## src/rtl/tpc_pkg.sv

```systemverilog
package tpc_pkg;

  typedef enum logic [2:0] {
    PH_FETCH   = 3'd0,
    PH_DECODE  = 3'd1,
    PH_OPFETCH = 3'd2,
    PH_EXEC    = 3'd3,
    PH_WRITE   = 3'd4,
    PH_STOP    = 3'd5
  } phase_e;

  localparam logic [3:0] OP_HALT  = 4'd0;
  localparam logic [3:0] OP_LOAD  = 4'd1;
  localparam logic [3:0] OP_INC   = 4'd2;
  localparam logic [3:0] OP_STORE = 4'd3;

  localparam int INSN_W  = 16;
  localparam int RSEL_W  = 2;
  localparam int FADDR_W = 10;

  typedef struct packed {
    logic [3:0]        op;
    logic [RSEL_W-1:0] ra;
    logic [RSEL_W-1:0] rb;
    logic [7:0]        lo;
  } insn_t;

  // Opcodes outside the implemented set fall back to the stop behaviour.
  function automatic logic is_stop(input logic [3:0] op);
    return !(op == OP_LOAD || op == OP_INC || op == OP_STORE);
  endfunction

  function automatic logic [FADDR_W-1:0] insn_addr(input insn_t i);
    return {i.rb, i.lo};
  endfunction

endpackage

```

## src/rtl/tpc_sequencer.sv

```systemverilog
module tpc_sequencer
  import tpc_pkg::*;
(
  input  logic   clk,
  input  logic   rst,
  input  logic   stop_req,
  output phase_e phase
);

  phase_e phase_nx;

  always_comb begin
    phase_nx = phase;
    unique case (phase)
      PH_FETCH:   phase_nx = PH_DECODE;
      PH_DECODE:  phase_nx = stop_req ? PH_STOP : PH_OPFETCH;
      PH_OPFETCH: phase_nx = PH_EXEC;
      PH_EXEC:    phase_nx = PH_WRITE;
      PH_WRITE:   phase_nx = PH_FETCH;
      PH_STOP:    phase_nx = PH_STOP;
      default:    phase_nx = PH_STOP;
    endcase
  end

  always_ff @(posedge clk) begin
    if (rst) phase <= PH_FETCH;
    else     phase <= phase_nx;
  end

  // fixed phase order, one clock per phase
  p_fetch_then_decode_r2: assert property (@(posedge clk) disable iff (rst)
    phase == PH_FETCH |=> phase == PH_DECODE);
  p_decode_then_opf_r2: assert property (@(posedge clk) disable iff (rst)
    phase == PH_DECODE |=> (phase == PH_OPFETCH || phase == PH_STOP));
  p_opf_then_exec_r2: assert property (@(posedge clk) disable iff (rst)
    phase == PH_OPFETCH |=> phase == PH_EXEC);
  p_exec_then_write_r2: assert property (@(posedge clk) disable iff (rst)
    phase == PH_EXEC |=> phase == PH_WRITE);
  p_write_then_fetch_r2: assert property (@(posedge clk) disable iff (rst)
    phase == PH_WRITE |=> phase == PH_FETCH);
  // the stop state is left only through reset
  p_stop_sticky_r7: assert property (@(posedge clk) disable iff (rst)
    phase == PH_STOP |=> phase == PH_STOP);

endmodule

```

## src/rtl/tpc_regfile.sv

```systemverilog
module tpc_regfile #(
  parameter int DATA_W = 16,
  parameter int NREGS  = 4,
  localparam int SEL_W = $clog2(NREGS)
) (
  input  logic              clk,
  input  logic              rst,
  input  logic              we,
  input  logic [SEL_W-1:0]  waddr,
  input  logic [DATA_W-1:0] wdata,
  input  logic [SEL_W-1:0]  raddr_a,
  input  logic [SEL_W-1:0]  raddr_b,
  output logic [DATA_W-1:0] rdata_a,
  output logic [DATA_W-1:0] rdata_b
);

  logic [DATA_W-1:0] cells [NREGS];

  for (genvar g = 0; g < NREGS; g++) begin : g_cell
    logic [DATA_W-1:0] q;
    always_ff @(posedge clk) begin
      if (rst)                               q <= '0;
      else if (we && waddr == SEL_W'(g))     q <= wdata;
    end
    assign cells[g] = q;
  end

  assign rdata_a = cells[raddr_a];
  assign rdata_b = cells[raddr_b];

  // a write lands in the selected register by the next cycle
  p_write_lands_r4: assert property (@(posedge clk) disable iff (rst)
    we |=> cells[$past(waddr)] == $past(wdata));

endmodule

```

## src/rtl/tpc_alu.sv

```systemverilog
module tpc_alu #(
  parameter int DATA_W = 16
) (
  input  logic [DATA_W-1:0] a,
  output logic [DATA_W-1:0] y
);

  // Increment wraps naturally at the data width.
  always_comb y = a + DATA_W'(1);

endmodule

```

## src/rtl/tiny_phase_cpu.sv

```systemverilog
module tiny_phase_cpu
  import tpc_pkg::*;
#(
  parameter int DATA_W     = 16,
  parameter int ADDR_W     = 10,
  parameter int NREGS      = 4,
  parameter int START_ADDR = 100
) (
  input  logic              clk,
  input  logic              rst,
  input  logic [DATA_W-1:0] mem_rdata,
  output logic [ADDR_W-1:0] mem_addr,
  output logic [DATA_W-1:0] mem_wdata,
  output logic              mem_we,
  output logic              halted
);

  localparam logic [ADDR_W-1:0] START = ADDR_W'(START_ADDR);

  phase_e            phase;
  logic [ADDR_W-1:0] pc;
  insn_t             ir;
  insn_t             dec;
  logic              stop_req;
  logic [DATA_W-1:0] alu_q;
  logic [DATA_W-1:0] alu_y;
  logic [DATA_W-1:0] rf_a;
  logic [DATA_W-1:0] rf_b;
  logic              rf_we;
  logic [DATA_W-1:0] rf_wdata;

  // In decode the memory's output register holds the fetched word.
  assign dec      = insn_t'(mem_rdata[INSN_W-1:0]);
  assign stop_req = (phase == PH_DECODE) && is_stop(dec.op);

  tpc_sequencer u_seq (
    .clk      (clk),
    .rst      (rst),
    .stop_req (stop_req),
    .phase    (phase)
  );

  // Load writes back at the end of execute, increment at the end of write-back.
  assign rf_we    = (phase == PH_EXEC  && ir.op == OP_LOAD) ||
                    (phase == PH_WRITE && ir.op == OP_INC);
  assign rf_wdata = (phase == PH_EXEC) ? mem_rdata : alu_q;

  tpc_regfile #(.DATA_W(DATA_W), .NREGS(NREGS)) u_rf (
    .clk     (clk),
    .rst     (rst),
    .we      (rf_we),
    .waddr   (ir.ra),
    .wdata   (rf_wdata),
    .raddr_a (ir.ra),
    .raddr_b (ir.rb),
    .rdata_a (rf_a),
    .rdata_b (rf_b)
  );

  tpc_alu #(.DATA_W(DATA_W)) u_alu (
    .a (rf_b),
    .y (alu_y)
  );

  // Bus outputs are registered: each is set at the edge entering its phase.
  always_ff @(posedge clk) begin
    if (rst) begin
      pc        <= START;
      ir        <= '0;
      alu_q     <= '0;
      mem_addr  <= START;
      mem_wdata <= '0;
      mem_we    <= 1'b0;
      halted    <= 1'b0;
    end else begin
      unique case (phase)
        PH_FETCH: begin
          pc <= pc + ADDR_W'(1);
        end
        PH_DECODE: begin
          ir <= dec;
          if (stop_req)             halted   <= 1'b1;
          else if (dec.op == OP_LOAD) mem_addr <= ADDR_W'(insn_addr(dec));
        end
        PH_OPFETCH: ;
        PH_EXEC: begin
          alu_q <= alu_y;
          if (ir.op == OP_STORE) begin
            mem_addr  <= ADDR_W'(insn_addr(ir));
            mem_wdata <= rf_a;
            mem_we    <= 1'b1;
          end
        end
        PH_WRITE: begin
          mem_we   <= 1'b0;
          mem_addr <= pc;
        end
        default: ;
      endcase
    end
  end

  // the program counter advances by one at every fetch
  p_pc_step_r2: assert property (@(posedge clk) disable iff (rst)
    phase == PH_FETCH |=> pc == $past(pc) + ADDR_W'(1));
  // write enable only in write-back and for a single cycle
  p_we_in_write_r6: assert property (@(posedge clk) disable iff (rst)
    mem_we |-> phase == PH_WRITE);
  p_we_single_r6: assert property (@(posedge clk) disable iff (rst)
    mem_we |=> !mem_we);
  // a stopped core never writes and stays stopped
  p_halted_quiet_r7: assert property (@(posedge clk) disable iff (rst)
    halted |-> (!mem_we && phase == PH_STOP));
  p_halted_sticky_r7: assert property (@(posedge clk) disable iff (rst)
    halted |=> halted);

endmodule

```

## config.mk

```make
export PLATFORM = sky130hd
export DESIGN_NAME = tiny_phase_cpu
export DESIGN_NICKNAME = d
export VERILOG_FILES = /design/src/rtl/tpc_pkg.sv /design/src/rtl/tpc_sequencer.sv /design/src/rtl/tpc_regfile.sv /design/src/rtl/tpc_alu.sv /design/src/rtl/tiny_phase_cpu.sv
export SDC_FILE = /design/constraint.sdc
export NUM_CORES = 1
export LEC_CHECK = 0
export ABC_AREA = 0
export ABC_CLOCK_PERIOD_IN_PS = 4450
export BUFFER_PORTS_ARGS = -buffer_cell sky130_fd_sc_hd__buf_2
export CORE_ASPECT_RATIO = 0.6
export CORE_MARGIN = 2
export CORE_UTILIZATION = 55
export DETAILED_ROUTE_END_ITERATION = 6
export PLACE_DENSITY_LB_ADDON = 0.12
export SLEW_MARGIN = 20
export SYNTH_ARGS = -nofsm -noshare
export SYNTH_HDL_FRONTEND = slang
export SYNTH_HIERARCHICAL = 1
export SYNTH_SLANG_ARGS = --single-unit
```

## constraint.sdc

```tcl
create_clock -name clk -period 4.45 [get_ports clk]
set_input_delay 0.2225 -clock clk [delete_from_list [all_inputs] [get_ports clk]]
set_output_delay 0.2225 -clock clk [all_outputs]
set_load 0.03 [all_outputs]
```

==> results.md <==
- Yosys cell types: 48
- Vias in the first global route: 5297
- Tmin final: 3.39 ns
- Warning count from the yosys run: 6
- Max Fclk: 0.295 GHz
- Worst min-delay path class: in -> reg
- Number of max-cap violations: 0
- Core area: 0.0121 mm2
- Top_reg_cell synth: dfxtp_1
- Crit Path Class: reg -> reg
- Commonest non-fill, non-tap cell in the layout: nand2_1
- Share of flip-flops with an asynchronous set or reset: 0%
- FF+latch count, synth: 137
- Final Hold Fails: 0
- Startpoint Class: flop
- Pleak: 3.14 nW
- Hold buffers post-CTS: 0
- Drt initial violations: ~520
- Post-route setup TNS: 0 ns
- Max stage delay on crit path: 0.91 ns
- Status: complete, no violations
- Slew Viols, Final: 0
- Chip Width: 148 um
- DRC: 0
- Net Count, Synth: about 740
- Layout net count: 763
- Post-synthesis sequential area ratio: 39.8%
- Total I/O pin count: 46
- Total GRT Usage: between 20% and 30%
- PwrDens: slightly below 400 mW/mm2
- Root buf cell: clkbuf_16
- CP Data Required Time: between 4 and 5 ns
- CP max FO: 24
- RSZ-0062 raised after global routing: false
- Fin Hold WS: 0.0751 ns
- CTS sink count: 137
- Worst path slowest cell: nor2_1
- First-pass GRT wire length: 28400 um
- Placed cells: between 800 and 900
- Post-cts sizing count: 0
- DP HPWL: 12400 um
- Ant diodes: 0
- Most frequent cells in the layout: nand2_1 (137), dfxtp_1 (136), nand2b_1 (85)
- H-tree levels: 4
- Slew at the pin closest to its max-slew limit: 1.05 ns
- Residual overflow from global routing: 0
- Register area: between 0.002 and 0.003 mm2
- DR WL/cell: 19.4 um
- CTS tree: built
- Non-Filler Instances: 920
- Initial antenna violation count: 0
- Max Root-Sink Buffers: 2
- Critical Path AT: between 3 and 4 ns
- Final Setup Violations: 0
- Total Wirelength: between 15000 and 20000 um
- Mapped cell area: 0.00688 mm2
- Fill cell count: 1018
- Die span in y: 90.7 um
- Initial core utilization: between 50 and 60%
- Maximum vdd drop: 260 uV
- Clock Skews: about 0.0081 ns
- Detailed-route via count: 5531
- Multi-input logic area: 0.00385 mm2
- Number of flops mapped to enable cells by yosys: 0
- Skew-Pair Late Insertion Delay: 0.42 ns
- Area grow syn2layout: 12.1%
- DRT Pass-1 Iters: 5
- Post-Syn Area per Cell: 9.51 um2
- Mapped Cells: 724
- TritonCTS Buffers: 17
- Largest net degree at the start of global routing: ~100
- Crit-path cells: nor2_1 -> nand4b_1 -> a21boi_0 -> or3b_1 -> mux2i_1
- Worst setup EP type: flop
- Postcts setup bufs: 0
- DR vias/cell: between 6 and 7
- Final period util: 76.1%
- Port buffer count: 45
- Row cnt: 31
- Share of layout cells above drive strength 1: 16.8%
- Headroom to the max-slew limit: 29.9%
- Clock transition at the registers of the reported paths: 0.06 ns
- Last weighted congestion value of the routability-driven placer: 0.893
- Die ar.: 0.0135 mm2
- Detail Route Antenna Nets: 0
## report_power, final
part	switching, mW	leakage [nW]	internal (mW)
Clock	0.550	0.275	0.883
Sequential	0.0657	1.11	1.26
Combinational	0.179	1.76	0.116
## layout make-up
type / instances / share of cell area [%]
Clock buffer: 18 / 5.56
Tap cell: 165 / 2.68
Multi-Input combinational cell: 528 / 49.9
Timing Repair Buffer: 54 / 3.83
Inverter: 5 / 0.243
Sequential cell: 137 / 35.6
Clock inverter: 13 / 2.22
## metrics by stage
| stage | instance area, um2 | util (%) | setup slack, ns | power (mW) |
|---|---|---|---|---|
| 2_1_floorplan | 6880 | - | 2.10 | 1.55 |
| 3_3_place_gp | 7110 | 58.6 | 1.28 | 1.63 |
| 3_5_place_dp | 7110 | 58.6 | 1.14 | 1.64 |
| 4_1_cts | 7710 | 63.5 | 1.12 | 3.07 |
| 5_1_grt | 7710 | 63.5 | 0.778 | 3.16 |
| 6_report | 7710 | 63.5 | 1.06 | 3.05 |
## metal layers
layer  track usage, %  vias up  routed length (um)
met5                0        -                   0
met4             9.84        0                 228
met3             5.45       23                1370
met2             39.2      207                7790
met1             41.5     2721                8480
li1                 -     2580                   -
## cells in the mapped netlist, types with 2 or more instances
master	n	area (um2)
nand2b_1	85	532
a311o_1	3	30.0
xor2_1	16	140
clkbuf_1	25	93.8
nor4_1	3	18.8
dfxtp_1	137	2740
xnor2_1	6	52.6
nor3_1	5	25.0
a21oi_1	58	290
buf_1	2	7.51
and3b_1	2	17.5
mux2i_1	68	681
and2_1	8	50.1
and3_1	12	75.1
nand4_1	7	43.8
nor2_1	23	86.3
inv_1	5	18.8
a211oi_1	4	30.0
nor2b_1	2	12.5
buf_2	19	95.1
and4_1	2	17.5
a221oi_1	11	96.3
a22o_1	7	61.3
a221o_1	7	70.1
nand3b_1	3	22.5
mux4_2	32	721
buf_4	6	45.0
nand3_2	2	20.0
ha_1	2	25.0
nand2_1	137	514
or3b_1	2	17.5
nand3_1	7	35.0
## critical path, delay by kind of cell, from the launching register on
kind	cells	cell delay, ns
simple gates	3	1.86
flops	1	0.56
compound gates	1	0.56
mux	1	0.23
## kinds of logic after synthesis
| group | after synthesis | synth area share [%] |
|---|---|---|
| buf+inv | 59 | 4.24 |
| fa+ha+maj | 2 | 0.364 |
| compound gates | 96 | 9.18 |
| xor+xnor | 22 | 2.80 |
| mux | 100 | 20.4 |
| simple gates | 308 | 23.2 |
| flops | 137 | 39.8 |
## path summary, 6_finish.rpt
kind / cells past startpoint / end / start / slack (ns)
max: 5 / u_rf/g_cell[0].q[10] / u_seq/phase[1] / 1.06
min: 3 / ir[11] / mem_rdata[11] / 0.08
max reg2reg: 5 / u_rf/g_cell[0].q[10] / u_seq/phase[1] / 1.06
min reg2reg: 2 / mem_wdata[10] / mem_wdata[10] / 0.45
## registers in the layout, indices dropped and copies added, names as in the netlist
name / count
halted: 1
mem_we: 1
mem_addr: 10
u_rf/g_cell.q: 64
mem_wdata: 16
u_seq/phase: 3
pc: 10
ir: 16
alu_q: 16
No activity file was read; power rests on OpenSTA's default activity.
